[src/rtl/can_irq_pkg.sv]
package can_irq_pkg;
   localparam int REG_AW = 3;
   typedef enum logic [REG_AW-1:0] {
      ADR_TXFLAG = 3'd0,
      ADR_TXEN   = 3'd1,
      ADR_RXFLAG = 3'd2,
      ADR_RXEN   = 3'd3,
      ADR_NODE   = 3'd4
   } reg_adr_e;
   localparam int NODE_FLAG_BIT = 0;
   localparam int NODE_EN_BIT   = 1;
endpackage

[src/rtl/cif_flag_bank.sv]
module cif_flag_bank #(
   parameter int W = 8
) (
   input  logic         clk_i,
   input  logic         rst_i,
   input  logic [W-1:0] hw_set_i,
   input  logic [W-1:0] hw_clr_i,
   input  logic         wr_stb_i,
   input  logic [W-1:0] wr_bits_i,
   output logic [W-1:0] flags_o
);
   if (W < 1) begin : g_bad_w
      $error("cif_flag_bank: W must be at least 1");
   end

   logic [W-1:0] sw_clr;
   assign sw_clr = wr_stb_i ? ~wr_bits_i : '0;

   always_ff @(posedge clk_i) begin
      if (rst_i) flags_o <= '0;
      else       flags_o <= hw_set_i | (flags_o & ~hw_clr_i & ~sw_clr);
   end

   // a set strobe always lands, whatever clears arrive with it
   p_set_wins_r7: assert property (@(posedge clk_i) disable iff (rst_i)
      (hw_set_i != '0) |=> ((flags_o & $past(hw_set_i)) == $past(hw_set_i)));
   // a hardware clear without a set empties the bit
   p_hw_clear_r3: assert property (@(posedge clk_i) disable iff (rst_i)
      ((hw_clr_i & ~hw_set_i) != '0) |=> ((flags_o & $past(hw_clr_i & ~hw_set_i)) == '0));
   // writing 1 keeps a set flag
   p_write_one_keeps_r4: assert property (@(posedge clk_i) disable iff (rst_i)
      wr_stb_i |=> ((flags_o & $past(flags_o & wr_bits_i & ~hw_clr_i))
                    == $past(flags_o & wr_bits_i & ~hw_clr_i)));
   // no flag rises without its own strobe
   p_no_spurious_r2: assert property (@(posedge clk_i) disable iff (rst_i)
      1'b1 |=> ((flags_o & ~$past(flags_o) & ~$past(hw_set_i)) == '0));
endmodule

[src/rtl/cif_irq_gate.sv]
module cif_irq_gate #(
   parameter int W       = 8,
   parameter bit REG_OUT = 1'b1
) (
   input  logic         clk_i,
   input  logic         rst_i,
   input  logic [W-1:0] flags_i,
   input  logic [W-1:0] enables_i,
   output logic         irq_o
);
   if (W < 1) begin : g_bad_w
      $error("cif_irq_gate: W must be at least 1");
   end

   logic any_live;
   assign any_live = |(flags_i & enables_i);

   if (REG_OUT) begin : g_reg
      always_ff @(posedge clk_i) begin
         if (rst_i) irq_o <= 1'b0;
         else       irq_o <= any_live;
      end
      // a live pair raises the request one edge later
      p_irq_raise_r8: assert property (@(posedge clk_i) disable iff (rst_i)
         any_live |=> irq_o);
      // no live pair, request low one edge later
      p_irq_drop_r9: assert property (@(posedge clk_i) disable iff (rst_i)
         !any_live |=> !irq_o);
   end else begin : g_comb
      assign irq_o = any_live;
   end
endmodule

[src/rtl/can_irq_unit.sv]
module can_irq_unit
   import can_irq_pkg::*;
#(
   parameter int NBUF    = 8,
   parameter int DATA_W  = 8,
   parameter bit REG_IRQ = 1'b1
) (
   input  logic              clk_i,
   input  logic              rst_i,
   input  logic              wr_en_i,
   input  logic [2:0]        wr_addr_i,
   input  logic [DATA_W-1:0] wr_data_i,
   input  logic [2:0]        rd_addr_i,
   output logic [DATA_W-1:0] rd_data_o,
   input  logic [NBUF-1:0]   tx_done_i,
   input  logic [NBUF-1:0]   rx_done_i,
   input  logic [NBUF-1:0]   tx_req_set_i,
   input  logic              node_chg_i,
   output logic              irq_tx_o,
   output logic              irq_rx_o,
   output logic              irq_node_o
);
   localparam int NODE_W = NODE_EN_BIT + 1;

   if (NBUF < 1 || NBUF > DATA_W) begin : g_bad_nbuf
      $error("can_irq_unit: NBUF must lie in 1..DATA_W");
   end
   if (DATA_W < NODE_W) begin : g_bad_dw
      $error("can_irq_unit: DATA_W too narrow for node register");
   end

   logic [NBUF-1:0] tx_flag, rx_flag, tx_en, rx_en;
   logic            node_flag, node_en;
   logic            wr_txf, wr_txe, wr_rxf, wr_rxe, wr_node;

   assign wr_txf  = wr_en_i && (wr_addr_i == ADR_TXFLAG);
   assign wr_txe  = wr_en_i && (wr_addr_i == ADR_TXEN);
   assign wr_rxf  = wr_en_i && (wr_addr_i == ADR_RXFLAG);
   assign wr_rxe  = wr_en_i && (wr_addr_i == ADR_RXEN);
   assign wr_node = wr_en_i && (wr_addr_i == ADR_NODE);

   always_ff @(posedge clk_i) begin
      if (rst_i) begin
         tx_en   <= '0;
         rx_en   <= '0;
         node_en <= 1'b0;
      end else begin
         if (wr_txe)  tx_en   <= wr_data_i[NBUF-1:0];
         if (wr_rxe)  rx_en   <= wr_data_i[NBUF-1:0];
         if (wr_node) node_en <= wr_data_i[NODE_EN_BIT];
      end
   end

   cif_flag_bank #(.W(NBUF)) u_txf (
      .clk_i(clk_i), .rst_i(rst_i), .hw_set_i(tx_done_i), .hw_clr_i(tx_req_set_i),
      .wr_stb_i(wr_txf), .wr_bits_i(wr_data_i[NBUF-1:0]), .flags_o(tx_flag));

   cif_flag_bank #(.W(NBUF)) u_rxf (
      .clk_i(clk_i), .rst_i(rst_i), .hw_set_i(rx_done_i), .hw_clr_i('0),
      .wr_stb_i(wr_rxf), .wr_bits_i(wr_data_i[NBUF-1:0]), .flags_o(rx_flag));

   cif_flag_bank #(.W(1)) u_ndf (
      .clk_i(clk_i), .rst_i(rst_i), .hw_set_i(node_chg_i), .hw_clr_i(1'b0),
      .wr_stb_i(wr_node), .wr_bits_i(wr_data_i[NODE_FLAG_BIT]), .flags_o(node_flag));

   cif_irq_gate #(.W(NBUF), .REG_OUT(REG_IRQ)) u_gtx (
      .clk_i(clk_i), .rst_i(rst_i), .flags_i(tx_flag), .enables_i(tx_en), .irq_o(irq_tx_o));
   cif_irq_gate #(.W(NBUF), .REG_OUT(REG_IRQ)) u_grx (
      .clk_i(clk_i), .rst_i(rst_i), .flags_i(rx_flag), .enables_i(rx_en), .irq_o(irq_rx_o));
   cif_irq_gate #(.W(1), .REG_OUT(REG_IRQ)) u_gnd (
      .clk_i(clk_i), .rst_i(rst_i), .flags_i(node_flag), .enables_i(node_en), .irq_o(irq_node_o));

   always_comb begin
      rd_data_o = '0;
      case (rd_addr_i)
         ADR_TXFLAG: rd_data_o[NBUF-1:0] = tx_flag;
         ADR_TXEN:   rd_data_o[NBUF-1:0] = tx_en;
         ADR_RXFLAG: rd_data_o[NBUF-1:0] = rx_flag;
         ADR_RXEN:   rd_data_o[NBUF-1:0] = rx_en;
         ADR_NODE: begin
            rd_data_o[NODE_FLAG_BIT] = node_flag;
            rd_data_o[NODE_EN_BIT]   = node_en;
         end
         default:    rd_data_o = '0;
      endcase
   end

   // reset leaves every request low
   p_reset_quiet_r1: assert property (@(posedge clk_i)
      rst_i |=> (!irq_tx_o && !irq_rx_o && !irq_node_o));
   // a transmit request never touches receive flags
   p_rx_untouched_r5: assert property (@(posedge clk_i) disable iff (rst_i)
      (!wr_rxf && rx_done_i == '0) |=> (rx_flag == $past(rx_flag)));
endmodule

[config.mk]
export PLATFORM = sky130hd
export DESIGN_NAME = can_irq_unit
export DESIGN_NICKNAME = d
export VERILOG_FILES = /design/src/rtl/can_irq_pkg.sv /design/src/rtl/cif_flag_bank.sv /design/src/rtl/cif_irq_gate.sv /design/src/rtl/can_irq_unit.sv
export SDC_FILE = /design/constraint.sdc
export NUM_CORES = 1
export LEC_CHECK = 0
export CAP_MARGIN = 20
export CORE_ASPECT_RATIO = 0.5
export CORE_MARGIN = 3
export CORE_UTILIZATION = 42
export CTS_BUF_LIST = sky130_fd_sc_hd__clkbuf_16
export DETAILED_ROUTE_END_ITERATION = 8
export PLACE_DENSITY = 0.87
export RECOVER_POWER = 25
export SYNTH_ARGS = -nofsm -noshare
export SYNTH_HDL_FRONTEND = slang
export SYNTH_SLANG_ARGS = --single-unit
[constraint.sdc]
create_clock -name clk_i -period 1.77 [get_ports clk_i]
set_input_delay 0.531 -clock clk_i [delete_from_list [all_inputs] [get_ports clk_i]]
set_output_delay 0.531 -clock clk_i [all_outputs]
set_load 0.05 [all_outputs]
==> impl_metrics.toml, run 1 <==
[clocking]
clockRootBuffer = "clkbuf_16"
ctsHoldBuffers = 0
cts_tree = "done"
cts_sinks = 37
clockBufferDepth = 2
cts.clk_slew.worst_paths_ns = 0.06
htreeDepth = 2
insertion_delay_ns = 0.29
numCtsBuffers = 5

[run]
drv_cap = 0

[placed_design]
hpwl_um = 3740
routabilityCongestion = 0.844
dpl.cell_count = 299
io_buffers = 52
post-place-ws_ns = -0.790

[timing]
relSlewSlack = 0.505
hold_ws_ns = 0.470
fmax_ghz = 0.481
finalWorstPathRequiredPeriod_ns = 2.08
worst_clock_skew_ns = 0.00479
rsz0062_at_grt = "true"
setup_violations = 10
tns_ns = -2.17
maxSlewViolCount = 0
setup_slack_ns = -0.309
worst_pin_slew_ns = 0.743
final-hold-violation-count = 0
period_share = 1.17

[grt]
gr-total-overflow = 0
antenna_found_initial = 0
grt_usage = 0.241
grt_pass1_wl_um = 9210
grt_max_degree = 38
grt_pass1_vias = 1881

[worst_setup_path]
critPathCaptureType = "output port"
worstPathRequired_ns = 1.24
startpoint_type = "input pin"
critical_path_class = "input pin to output port"
critPathMaxFanout = 4
arrival_ns = 1.55

[detailed_routing]
first_pass_iters = 4
wl_um = 6130
post_drt_wl_per_cell_um = 19.8
ant_nets = 0
remaining_drc_errors = 0
dr_total_vias = 1814
drtIter0Drc = 129
vias_per_cell = 5.85

[synthesis]
netlist_instances = 190
synth_seq_cells = 37
synth_nets = 232
yosysSeqAreaShare = 0.426
synthesis.area_mm2 = 0.00174
yosysUniqueCellTypes = 29
postSynthAreaPerCell_um2 = 9.15
yosysWarnings = 0

[layout]
fill_cells = 237
syn_to_final_growth_pct = 57.8
layout_commonest_cell = "dfxtp_1"
most-common-layout-cells = "37 x dfxtp_1, 35 x clkdlybuf4s50_1, 24 x a21oi_1, 18 x nand2_1, 16 x inv_1"
drive_above_1_share = 0.263
antennaDiodeCount = 0
layout.nets = 300
final_cells = 310

[run_status]
failed_checks = "setup timing"
outcome = "finished, violations left"

[floorplanning]
top_level_ports = 53
rows = 15
core_area_mm2 = 0.00370
start_util = 0.470
die_w_um = 97.0
dieArea_mm2 = 0.00500
die_h_um = 51.5

[power]
finalPower_w = 0.00232
p_leak_nw = 1.06
max-vdd-ir-drop_mv = 0.463
power-per-cell-area_mw_per_mm2 = 844

[hold_path]
hold_class = "flip-flop to flip-flop"
==> stage by stage <==
stage	instance area, µm²	util
after global routing	2740	0.742
final	2740	0.742
after global placement	2490	0.673
after CTS	2760	0.746
after detailed placement	2490	0.673
after floorplan	1830	-
==> registers in the layout, indices dropped and copies added (netlist names) <==
register       flops
tx_en              8
u_gnd.irq_o        1
u_grx.irq_o        1
node_en            1
u_txf.flags_o      8
u_ndf.flags_o      1
u_rxf.flags_o      8
u_gtx.irq_o        1
rx_en              8
==> final timing paths <==
path | start | slack (ns) | endpoint | cells past startpoint
worst max-delay path | rd_addr_i[1] | -0.31 | rd_data_o[6] | 5
worst min-delay path | node_en | 0.47 | u_gnd.irq_o | 2
worst max register to register | tx_en[6] | 0.81 | u_gtx.irq_o | 2
worst min register to register | node_en | 0.47 | u_gnd.irq_o | 2
==> cell families (layout without fill, tap and decap cells) <==
group	count (synthesis)	count (layout)	share of synthesized area
simple gates	62	62	0.206
compound gates	47	47	0.155
flops	37	37	0.426
buf+inv	27	96	0.0640
mux	17	17	0.149
==> what timing repair did <==
item / in CTS / in global routing
endpoints found under the setup margin: 8 / 16
buffers inserted: 3 / 0
pin swaps: 3 / 3
gates resized for setup: 30 / 7
cloned: 0 / 0
==> cell type report <==
class | instances | area, µm² | area share
clock buffer | 5 | 125 | 0.0456
multi-input combinational | 126 | 997 | 0.363
inverter | 17 | 63.8 | 0.0233
timing repair buffer | 71 | 707 | 0.258
sequential | 37 | 741 | 0.270
clock inverter | 3 | 46.3 | 0.0169
tap | 51 | 63.8 | 0.0233
==> power breakdown <==
group / leakage (nW) / switching [W] / internal [W]
Clock: 0.0800 / 0.000364 / 0.000667
Sequential: 0.304 / 0.0000332 / 0.000871
Combinational: 0.680 / 0.000179 / 0.000202
==> worst max-delay path, stage by stage <==
cell and delay, ns:
buf_8 0.08, buf_6 0.11, mux4_2 0.53, nor2b_4 0.15
buf_6 0.14
==> Yosys cell counts (all sizes together) <==
library cell	instances	area (µm²)
or4b	1	10.0
mux2	1	11.3
nor2	13	48.8
a21oi	25	125
and4bb	2	25.0
nand4b	1	8.76
a41oi	2	17.5
inv	17	63.8
nand2	18	67.6
nand3	1	5.00
a211oi	1	7.51
dfxtp	37	741
clkbuf	4	15.0
mux4	7	158
and4b	1	10.0
o21ai	9	45.0
buf	6	32.5
nor2b	6	37.5
mux2i	9	90.1
nand3b	1	7.51
nand4bb	1	11.3
a22oi	8	60.1
nor3	16	120
o22ai	1	6.26
nor3b	1	7.51
o21a	1	7.51
==> layer usage <==
layer | vias to the layer above | wire length [µm] | GRT usage
met3 | 29 | 451 | 0.0723
met2 | 84 | 3080 | 0.438
met1 | 892 | 2310 | 0.257
li1 | 809 | - | -
met4 | 0 | 291 | 0.142
met5 | - | 0 | 0
(Power assumes the default switching activity.)
==> inputs of run 2 (changes only) <==
--- a/config.mk
+++ b/config.mk
@@ -10,6 +10,7 @@
 export CORE_MARGIN = 3
 export CORE_UTILIZATION = 42
 export CTS_BUF_LIST = sky130_fd_sc_hd__clkbuf_16
+export CTS_CLUSTER_SIZE = 8
 export DETAILED_ROUTE_END_ITERATION = 8
 export PLACE_DENSITY = 0.87
 export RECOVER_POWER = 25
==> constraint.sdc (replaced) <==
create_clock -name clk_i -period 1.77 [get_ports clk_i]
set_input_delay 0.177 -clock clk_i [delete_from_list [all_inputs] [get_ports clk_i]]
set_output_delay 0.177 -clock clk_i [all_outputs]
set_load 0.05 [all_outputs]
==> run 2 against run 1 <==
The run now ends clean. Register-to-register slack better by 0.03 ns. Maximum frequency increased by 23%. Sequential power barely moved. First-iteration DRC count fell by 17%. Highest routed layer unchanged. Routed wire length down 19%. Flip-flop and latch count stayed put. Clock power fell by 18%. Combinational power fell by 16%. Sequential share of layout area increased by 2.5 points. Core utilization shrank 6.4 points. Cell area down 8.6%.
==> impl_metrics.toml, run 2 (synthesis gave the netlist of run 1 again) <==
[layout]
fill_cells = 271
drive_above_1_share = 0.175
syn_to_final_growth_pct = 44.2
layout_commonest_cell = "clkdlybuf4s50_1"
most-common-layout-cells = "42 x clkdlybuf4s50_1, 37 x dfxtp_1, 25 x a21oi_1, 18 x nand2_1, 17 x inv_1"
layout.nets = 292
final_cells = 302
antennaDiodeCount = 0

[floorplanning]
core_area_mm2 = 0.00370
start_util = 0.470
die_h_um = 51.5
rows = 15
dieArea_mm2 = 0.00500
die_w_um = 97.0
top_level_ports = 53

[timing]
worst_clock_skew_ns = 0.00287
period_share = 0.957
finalWorstPathRequiredPeriod_ns = 1.69
setup_violations = 0
relSlewSlack = 0.493
rsz0062_at_grt = "false"
fmax_ghz = 0.590
maxSlewViolCount = 0
tns_ns = 0
final-hold-violation-count = 0
worst_pin_slew_ns = 0.761

[placed_design]
routabilityCongestion = 0.905
io_buffers = 52
hpwl_um = 3620
dpl.cell_count = 293

[clocking]
clockBufferDepth = 2
cts.clk_slew.worst_paths_ns = 0.06
numCtsBuffers = 5
htreeDepth = 2
cts_sinks = 37
insertion_delay_ns = 0.28
clockRootBuffer = "clkbuf_16"
cts_tree = "done"

[detailed_routing]
post_drt_wl_per_cell_um = 16.4
ant_nets = 0
dr_wl_met2_um = 2460
dr_wl_met3_um = 474
highest_layer = "met4"
vias_per_cell = 5.54
wl_um = 4970
drtIter0Drc = 107
first_pass_iters = 4
dr_total_vias = 1672
wl_met1_um = 1990
remaining_drc_errors = 0

[worst_setup_path]
critPathCaptureType = "output port"
critPathMaxFanout = 4
cp_slowest_cell = "clkdlybuf4s50_1"
crit_family = "buffers and inverters"
worstPathRequired_ns = 1.59
arrival_ns = 1.52
slowest_delay_ns = 0.54
crit_chain = "clkdlybuf4s50_1 -> mux2_2 -> a21oi_1 -> o22ai_2 -> buf_12"
cp.buffers_inverters = 2
critical_path_class = "input pin to output port"
startpoint_type = "input pin"

[grt]
grt_usage = 0.205
grt_max_degree = 38
gr-total-overflow = 0
antenna_found_initial = 0
grt_pass1_vias = 1666
grt_pass1_wl_um = 8050

[power]
power-per-cell-area_mw_per_mm2 = 824
finalPower_w = 0.00207
p_leak_nw = 0.955
max-vdd-ir-drop_mv = 0.371

[run]
drv_cap = 0

[run_status]
outcome = "complete, no violations"

[hold_path]
hold_class = "input pin to flip-flop"
==> run 2: changes by cell type in the layout (fill, tap and decap cells not counted), moves of 4 or more <==
cell and change:
buf_6 -10, clkdlybuf4s50_1 +7, nor2b_1 +6, nor2b_4 -6, buf_4 +4
==> run 2: what timing repair did <==
action,4_1_cts,5_1_grt
hold buffers,0,0
endpoints found under the hold margin,0,0
resized for setup,2,1
setup endpoints to repair,7,1
buffers inserted,1,0
==> run 2: final cells by class <==
type	count	area, µm²	share of cell area
clock buffer	5	125	0.0499
multi-input combinational	126	893	0.356
sequential	37	741	0.295
inverter	17	63.8	0.0254
tap	51	63.8	0.0254
timing repair buffer	63	608	0.243
clock inverter	3	12.5	0.00499
==> run 2: layer usage <==
layer  vias up  global-route usage
li1        793                   -
met1       797               0.244
met2        77               0.360
met3         5              0.0616
met4         0              0.0723
met5         -                   0
==> run 2: stage by stage <==
stage | setup WS (ns) | hold slack, ns | utilization | instance area, µm²
2_1_floorplan | 0.218 | 0.306 | - | 1740
3_3_place_gp | -0.0593 | 0.451 | 0.637 | 2360
3_5_place_dp | -0.0811 | 0.473 | 0.637 | 2360
4_1_cts | 0.0790 | 0.436 | 0.677 | 2500
5_1_grt | 0.0154 | 0.458 | 0.678 | 2510
6_report | 0.0761 | 0.434 | 0.678 | 2510
==> run 2: final timing paths <==
check | startpoint | end | slack [ns] | cells after the start
worst min-delay path | rx_done_i[5] | u_rxf.flags_o[5] | 0.43 | 3
worst min register to register | rx_en[3] | rx_en[3] | 0.49 | 2
worst max-delay path | rd_addr_i[0] | rd_data_o[1] | 0.08 | 5
worst max register to register | tx_en[0] | u_gtx.irq_o | 0.84 | 2
==> run 2: power by group <==
| group | leakage (nW) | internal [W] | switching [W] |
|---|---|---|---|
| clock network | 0.0687 | 0.000509 | 0.000334 |
| registers | 0.304 | 0.000871 | 0.0000322 |
| logic | 0.582 | 0.000172 | 0.000148 |
| total | 0.955 | 0.00155 | 0.000514 |
==> run 2: worst reg2reg max path, cell delays in order, from the launching register on <==
cell and delay (ns):
dfxtp_1 0.33, a22oi_1 0.27, a41oi_1 0.16
